### config.mk
export PLATFORM = sky130hd
export DESIGN_NAME = pload_shreg8
export DESIGN_NICKNAME = d
export VERILOG_FILES = /design/src/rtl/psr_pkg.sv /design/src/rtl/psr_stage.sv /design/src/rtl/psr_view.sv /design/src/rtl/pload_shreg8.sv
export SDC_FILE = /design/constraint.sdc
export NUM_CORES = 1
export LEC_CHECK = 0
export ABC_AREA = 1
export BUFFER_PORTS_ARGS = -buffer_cell sky130_fd_sc_hd__buf_2
export CAP_MARGIN = 10
export CELL_PAD_IN_SITES_DETAIL_PLACEMENT = 1
export CELL_PAD_IN_SITES_GLOBAL_PLACEMENT = 2
export CORE_UTILIZATION = 19
export CTS_CLUSTER_DIAMETER = 200
export DETAILED_ROUTE_END_ITERATION = 8
export PLACE_DENSITY_LB_ADDON = 0.08
export SYNTH_ARGS = -nofsm -noshare
export SYNTH_HDL_FRONTEND = slang
export SYNTH_SLANG_ARGS = --single-unit
### constraint.sdc
create_clock -name clk -period 0.8 [get_ports clk]
set_input_delay 0.24 -clock clk [delete_from_list [all_inputs] [get_ports clk]]
set_output_delay 0.24 -clock clk [all_outputs]
set_load 0.03 [all_outputs]
### src/rtl/psr_pkg.sv
package psr_pkg;

  // Timing of a parallel load
  typedef enum logic {
    LOAD_ON_EDGE = 1'b0,
    LOAD_LEVEL   = 1'b1
  } load_timing_e;

  localparam int DEF_STAGES = 8;

endpackage

### src/rtl/psr_stage.sv
// One storage cell: clear, parallel capture, or serial capture on the rising edge.
module psr_stage (
  input  logic clk,
  input  logic rst,
  input  logic load,
  input  logic ser_d,
  input  logic par_d,
  output logic q
);

  always_ff @(posedge clk) begin
    if (rst)       q <= 1'b0;
    else if (load) q <= par_d;
    else           q <= ser_d;
  end

endmodule

### src/rtl/psr_view.sv
// Chooses what the taps see: the stored word, or in the level variant the live
// parallel word while a load is requested.
module psr_view import psr_pkg::*; #(
  parameter int           W      = DEF_STAGES,
  parameter load_timing_e TIMING = LOAD_ON_EDGE
) (
  input  logic [W-1:0] held,
  input  logic [W-1:0] par,
  input  logic         load,
  output logic [W-1:0] seen
);

  localparam logic LEVEL_ON = (TIMING == LOAD_LEVEL);

  logic bypass;

  assign bypass = LEVEL_ON & load;

  always_comb begin
    seen = bypass ? par : held;
  end

endmodule

### src/rtl/pload_shreg8.sv
module pload_shreg8 import psr_pkg::*; #(
  parameter int           STAGES      = DEF_STAGES,
  parameter int           TAP_LO      = 6,
  parameter int           TAP_MID     = 7,
  parameter load_timing_e LOAD_TIMING = LOAD_ON_EDGE
) (
  input  logic              clk,
  input  logic              rst,
  input  logic              shift_ld,
  input  logic              ser_in,
  input  logic [STAGES-1:0] par_in,
  output logic              tap_s6,
  output logic              tap_s7,
  output logic              tap_s8
);

  localparam int LAST = STAGES - 1;

  logic [STAGES-1:0] stage_q;
  logic [STAGES-1:0] chain_d;
  logic [STAGES-1:0] seen;

  genvar gi;
  generate
    for (gi = 0; gi < STAGES; gi++) begin : g_stage
      if (gi == 0) begin : g_head
        assign chain_d[gi] = ser_in;
      end else begin : g_body
        assign chain_d[gi] = stage_q[gi-1];
      end
      psr_stage u_cell (
        .clk   (clk),
        .rst   (rst),
        .load  (shift_ld),
        .ser_d (chain_d[gi]),
        .par_d (par_in[gi]),
        .q     (stage_q[gi])
      );
    end
  endgenerate

  psr_view #(
    .W      (STAGES),
    .TIMING (LOAD_TIMING)
  ) u_view (
    .held (stage_q),
    .par  (par_in),
    .load (shift_ld),
    .seen (seen)
  );

  assign tap_s6 = seen[TAP_LO-1];
  assign tap_s7 = seen[TAP_MID-1];
  assign tap_s8 = seen[LAST];

endmodule

# After elaboration in Yosys (flattened, before gate mapping)
# Cells that the tools add are included.
# word_totals
register_bits	8
out_inout_bits	3
# op_classes
n_mux	8
# op_table
op	n
$mux W1	8

# Longest topological paths before layout
# Gate-level depths: netlist of run 1.
# depth
word_depth	1
mapped_depth	5

# Cells and area by module
# Synthesis of run 1 repeated with hierarchy kept, for this count alone.
# hier_totals
hier_cells	64
hier_area_um2	420.4
# by_module_without_submodules
module	instances	cells_each	area_per_inst_um2
psr_stage	8	7	45.0
psr_view	1	8	60.1

# Worst setup path before layout of run 1
# No wires, ideal clock.
# synth_timing
path_type	input to register
start	in shift_ld
end	reg g_stage[2].u_cell.q
setup_time_ps	114
arrival_ps	630
t_required_ps	686
slack_ps	56
cell_stages	4
path_buffers	2
cell_sequence	buf_6 > buf_6 > nor2_1 > nor2_2
# synth_between
elab_chain_cells	1
# synth_lines
item	line_no	source
start: declaration	pload_shreg8.sv:9	input logic shift_ld,
$mux W1	psr_stage.sv:13	else if (load) q <= par_d;
end signal: assignment	psr_stage.sv:13	
end signal: assignment	psr_stage.sv:14	else q <= ser_d;
end: declaration	psr_stage.sv:8	output logic q
# Every way passes these cells.
# A chain may end at the register's enable or synchronous reset.

# Final worst setup path of run 1
# layout_timing
start	reg g_stage[5].u_cell.q
end	out tap_s6
# layout_rtl
item	line_no	source
start: declaration	psr_stage.sv:8	
start signal: assignment	psr_stage.sv:13	
start signal: assignment	psr_stage.sv:14	
end: declaration	pload_shreg8.sv:12	output logic tap_s6,
# No word-level cell between the ends.

==> metrics.txt, run 1 <==
status=finished with violations; failing checks=negative setup slack; worst hold path class=input port to flip-flop; row cnt=14; final hold vios=0; Congestion Overflow GR=0; Netlist cell types=7; number of global-route vias before repair=between 300 and 400; # clock sinks=8; Seq/Total Area, Yosys=between 40% and 50%; initial antenna violation count=0; Root Driver=clkbuf_4; crit-path cells=buf_6; Via Count=332; DP HPWL=around 550 um; Crit Path Class=flip-flop to primary output; latest clock arrival within the worst-skew pair=around 0.25 ns; Final Non-Filler Cells=94; Nets=84; synth warn=0; CTS clk-pin slew, worst paths=about 0.06 ns; Initial Util=a little over a fifth; CP peak stage delay=roughly 0.33 ns; Syn Area/Cell=roughly 6.7 um^2; LEAKAGE=between 0.0002 and 0.0003 uW; CORE AREA=about 1600 um^2; Slew Limit Fails=0; layout cell share with drive strength beyond 1=between 30% and 40%; critical path arrival=0.71 ns; post-DR vias/cell=around 3.5; Util after Layout=about a third; Worst path top cell family by delay=flip-flops; first-pass GRT wire length=about 1200 um; die area=approximately 2000 um^2; critical path peak fanout=2; gpl congestion=0.6008; routed len/inst=between 7 and 8 um; final cycle utilization of the critical path=118.9%; CTS tree=built; Die H=roughly 44 um; max reg flops=8; max_slew headroom=between 90% and 100%; H-tree Lvls=1; slowest CP cell=dfxtp_2; FMAX=1052 MHz; worst slew pin tran=0.1093 ns; Most flops, register=g_stage.u_cell.q; Worst VDD drop=~0.87 mV; slack of the critical path=-0.1510 ns; final wirelength=732 um; drc violations=0; Pwr per Cell Area=about 1800 nW/um^2; CTS hold repair buffers=0; total power draw=~910 uW; Worst Setup Start Kind=flip-flop; 1st-iter DRT viols=0; Max-Cap Viols=0; biggest regs=g_stage.u_cell.q x8; Global Route Usage Sum=under 10%; min cycle time layout=~0.95 ns; largest net degree at the start of global routing=17; Synth Net Count=63; io pins=15; Clock Tree Buf Depth=2; IO buf count=14; drt first pass iters=1; clock skew=between 0.003 and 0.004 ns; final setup fails=3; crit end category=primary output; # diodes=0; Post-Synthesis Cells=a little over 50; remaining antenna violation count after routing=0; Buf+Inv Stages, Crit Path=1; Area Growth Syn to Fin=48.35%; dpl cells=90; setup TNS=-0.4234 ns; RSZ-0062 raised after global routing=true; Synth Register Bits=8; Setup WS pre-CTS=~0.014 ns; Die Width=~44 um; Synth Cell Area=341.6 um^2; TritonCTS Buffers=3; CP Data Required Time=about 0.56 ns
-- logic make-up (layout without fill, tap and decap cells) --
| logic type | after synthesis | in the layout | synth area share (%) |
|---|---|---|---|
| buffers and inverters | 11 | 30 | 16.48 |
| flip-flops | 8 | 8 | 46.89 |
| AND/OR/NAND/NOR | 32 | 32 | 36.63 |
-- final timing paths --
check,slack [ns],depth (start not counted),to,from
worst min register to register,0.45,2,g_stage[5].u_cell.q,g_stage[4].u_cell.q
worst min-delay path,0.21,3,g_stage[0].u_cell.q,ser_in
worst max-delay path,-0.15,1,tap_s6,g_stage[5].u_cell.q
worst max register to register,0.13,3,g_stage[7].u_cell.q,g_stage[6].u_cell.q
-- per-stage QoR --
stage	area (um^2)	hold WS, ns
finish	506.7	0.2092
global route	506.7	0.2200
CTS	506.7	0.2082
detailed placement	454.2	0.4409
global placement	454.2	0.4474
floorplan	341.6	0.3694
-- cells in the final DEF, fill, tap and decap left out --
master / count
dfxtp_2: 3
buf_6: 3
nand2_1: 15
buf_4: 3
nor2_2: 1
clkbuf_4: 3
dfxtp_1: 5
buf_12: 1
nor2_1: 15
buf_2: 11
inv_1: 9
nand2_2: 1
-- cells in the mapped netlist --
master | count | share of area (%)
dfxtp_1 | 8 | 47
nand2_2 | 1 | 1.8
inv_1 | 9 | 9.9
buf_6 | 2 | 6.6
nor2_2 | 1 | 1.8
nand2_1 | 15 | 16
nor2_1 | 15 | 16
-- power breakdown --
group	internal [uW]	total, uW	leakage (uW)	switching (uW)
clock	172	306	0.0000138	134
sequential	429	440	0.0000675	11.1
combinational	83.1	165	0.000209	81.6
total	684	911	0.000290	227
-- area by class of cell --
type / instances / area [um^2]
repair buffers: 18 / 131.4
flip-flops and latches: 8 / 163.9
fillers: 218 / 1087
clock buffers: 3 / 22.52
multi-input cells: 32 / 125.1
inverters: 9 / 33.78
well taps: 24 / 30.03
-- per-layer routing --
layer	wire length, um	track usage (%)	vias to the layer above
met3	63	7.347	0
li1	-	-	182
met5	0	0	-
met4	0	3.636	0
met1	346	10.72	138
met2	322	12.65	12
-- repair_timing --
item / 4_1_cts / 5_1_grt
setup endpoints to repair: 3 / 3
resized for setup: 9 / 0
buffers inserted: 1 / 0
Note: power is estimated with default switching activity, not from simulation.
==> inputs of run 2 (changes only) <==
--- a/config.mk
+++ b/config.mk
@@ -14,4 +14,5 @@
 export CTS_CLUSTER_DIAMETER = 200
 export DETAILED_ROUTE_END_ITERATION = 8
+export GPL_TIMING_DRIVEN = 0
 export PLACE_DENSITY_LB_ADDON = 0.08
 export SYNTH_ARGS = -nofsm -noshare
==> constraint.sdc (replaced) <==
create_clock -name clk -period 0.8 [get_ports clk]
set_input_delay 0.04 -clock clk [delete_from_list [all_inputs] [get_ports clk]]
set_output_delay 0.04 -clock clk [all_outputs]
set_load 0.03 [all_outputs]
==> metrics.txt, run 2 (same netlist as run 1, synthesis figures left out) <==
final wirelength=709 um; FMAX=1336 MHz; total power draw=approximately 880 uW; Initial Util=approximately 21%; drt first pass iters=1; WP depth=1; status=finished clean; io pins=15; final hold vios=0; dpl cells=between 80 and 90; CTS hold repair buffers=0; RSZ-0062 raised after global routing=false; CTS tree=built; routed len/inst=just under 8 um; min cycle time layout=0.7486 ns; remaining antenna violation count after routing=0; crit path launch=g_stage[7].u_cell.q; P_int=between 600 and 700 uW; Crit Path Class=flip-flop to primary output; share of power burned in registers=49.7%; Worst path top cell family by delay=flip-flops; worst slew pin tran=between 0.2 and 0.3 ns; Worst VDD drop=0.8426 mV; Global Route Usage Sum=under 10%; CP peak stage delay=around 0.31 ns; Via Count=321; Area Growth Syn to Fin=39.56%; # clock sinks=8; gpl congestion=roughly 0.63; clock skew=between 0.0007 and 0.0008 ns; Slew Limit Fails=0; max reg flops=8; setup bufs post-CTS=0; Max-Cap Viols=0; H-tree Lvls=1; IO buf count=13; Clock Tree Buf Depth=2; sw power=roughly 210 uW; CORE AREA=~1600 um^2; drc violations=0; initial antenna violation count=0; setup TNS=0 ns; FF-to-FF End=g_stage[6].u_cell.q; number of global-route vias before repair=just over 300; Buf+Inv Stages, Crit Path=1; Clk pwr share=around 34%; Pwr per Cell Area=approximately 1900 nW/um^2; first-pass GRT wire length=~1200 um; final setup fails=0; Worst Setup Start Kind=flip-flop; critical path peak fanout=1; DP HPWL=about 510 um; layout cell share with drive strength beyond 1=32.84%; Die Width=roughly 44 um; RR Startpoint=g_stage[5].u_cell.q; Final Instance Area=around 480 um^2; die area=1971 um^2; max_slew headroom=82.14%; Congestion Overflow GR=0; reg2reg path depth=2; 1st-iter DRT viols=0; biggest regs=g_stage.u_cell.q x8; final cycle utilization of the critical path=93.57%; slack of the worst reg-to-reg path=0.25 ns; Final Non-Filler Cells=between 90 and 100; crit-path cells=buf_4; critical path arrival=around 0.71 ns; worst hold path class=input port to flip-flop; switching share of total power=~24%; # diodes=0; LEAKAGE=~0.00027 uW; row cnt=14; CP Data Required Time=approximately 0.76 ns; worst setup path end=tap_s8; CTS clk-pin slew, worst paths=about 0.050 ns; Nets=81; most frequent cells in the layout=15 x nor2_1, 15 x nand2_1, 10 x buf_2, 9 x inv_1, 6 x dfxtp_1; Die H=about 44 um; Post-CTS Resized=3; crit end category=primary output; TritonCTS Buffers=3; slowest CP cell=dfxtp_1; latest clock arrival within the worst-skew pair=about 0.25 ns; largest net degree at the start of global routing=11; post-DR vias/cell=approximately 3.5; Area after DPL=roughly 440 um^2; combinational share of power=between 15 and 20%; Root Driver=clkbuf_4; slack of the critical path=about 0.051 ns; Setup WS pre-CTS=0.1848 ns; Most flops, register=g_stage.u_cell.q
run 2: how the worst min path moves through the flow:
stage | start | cells past startpoint | endpoint | slack (ns)
global placement | ser_in | 3 | g_stage[0].u_cell.q | 0.27
detailed placement | ser_in | 3 | g_stage[0].u_cell.q | 0.28
finish | ser_in | 3 | g_stage[0].u_cell.q | 0.02
floorplan | ser_in | 2 | g_stage[0].u_cell.q | 0.17
global route | ser_in | 3 | g_stage[0].u_cell.q | 0.05
CTS | ser_in | 3 | g_stage[0].u_cell.q | 0.02
run 2: metrics by stage:
step	util [%]	hold WS [ns]
floorplan	-	0.1694
global placement	27.39	0.2734
global route	29.91	0.05304
detailed placement	27.39	0.2814
CTS	29.28	0.01736
finish	29.91	0.01614
run 2: power groups by stage:
stage	clock (uW)	sequential [uW]	combinational, uW
2_1_floorplan	0	463	72.3
3_3_place_gp	0	444	141
3_5_place_dp	0	443	142
4_1_cts	316	436	148
5_1_grt	344	441	169
6_report	296	439	148
run 2: layout make-up:
type | instances | area [um^2]
well taps | 24 | 30.03
repair buffers | 13 | 80.08
clock buffers | 3 | 22.52
multi-input cells | 32 | 125.1
flip-flops and latches | 8 | 162.7
plain buffers | 2 | 22.52
fillers | 212 | 1117
inverters | 9 | 33.78
run 2: routing by layer:
layer | global-route usage [%] | wire length, um | part of all wire (%) | vias to the layer above
li1 | - | - | - | 174
met1 | 10.78 | 344 | 49 | 135
met2 | 12.35 | 297 | 42 | 12
met3 | 7.347 | 68 | 9.6 | 0
met4 | 0 | 0 | 0 | 0
met5 | 0 | 0 | 0 | -
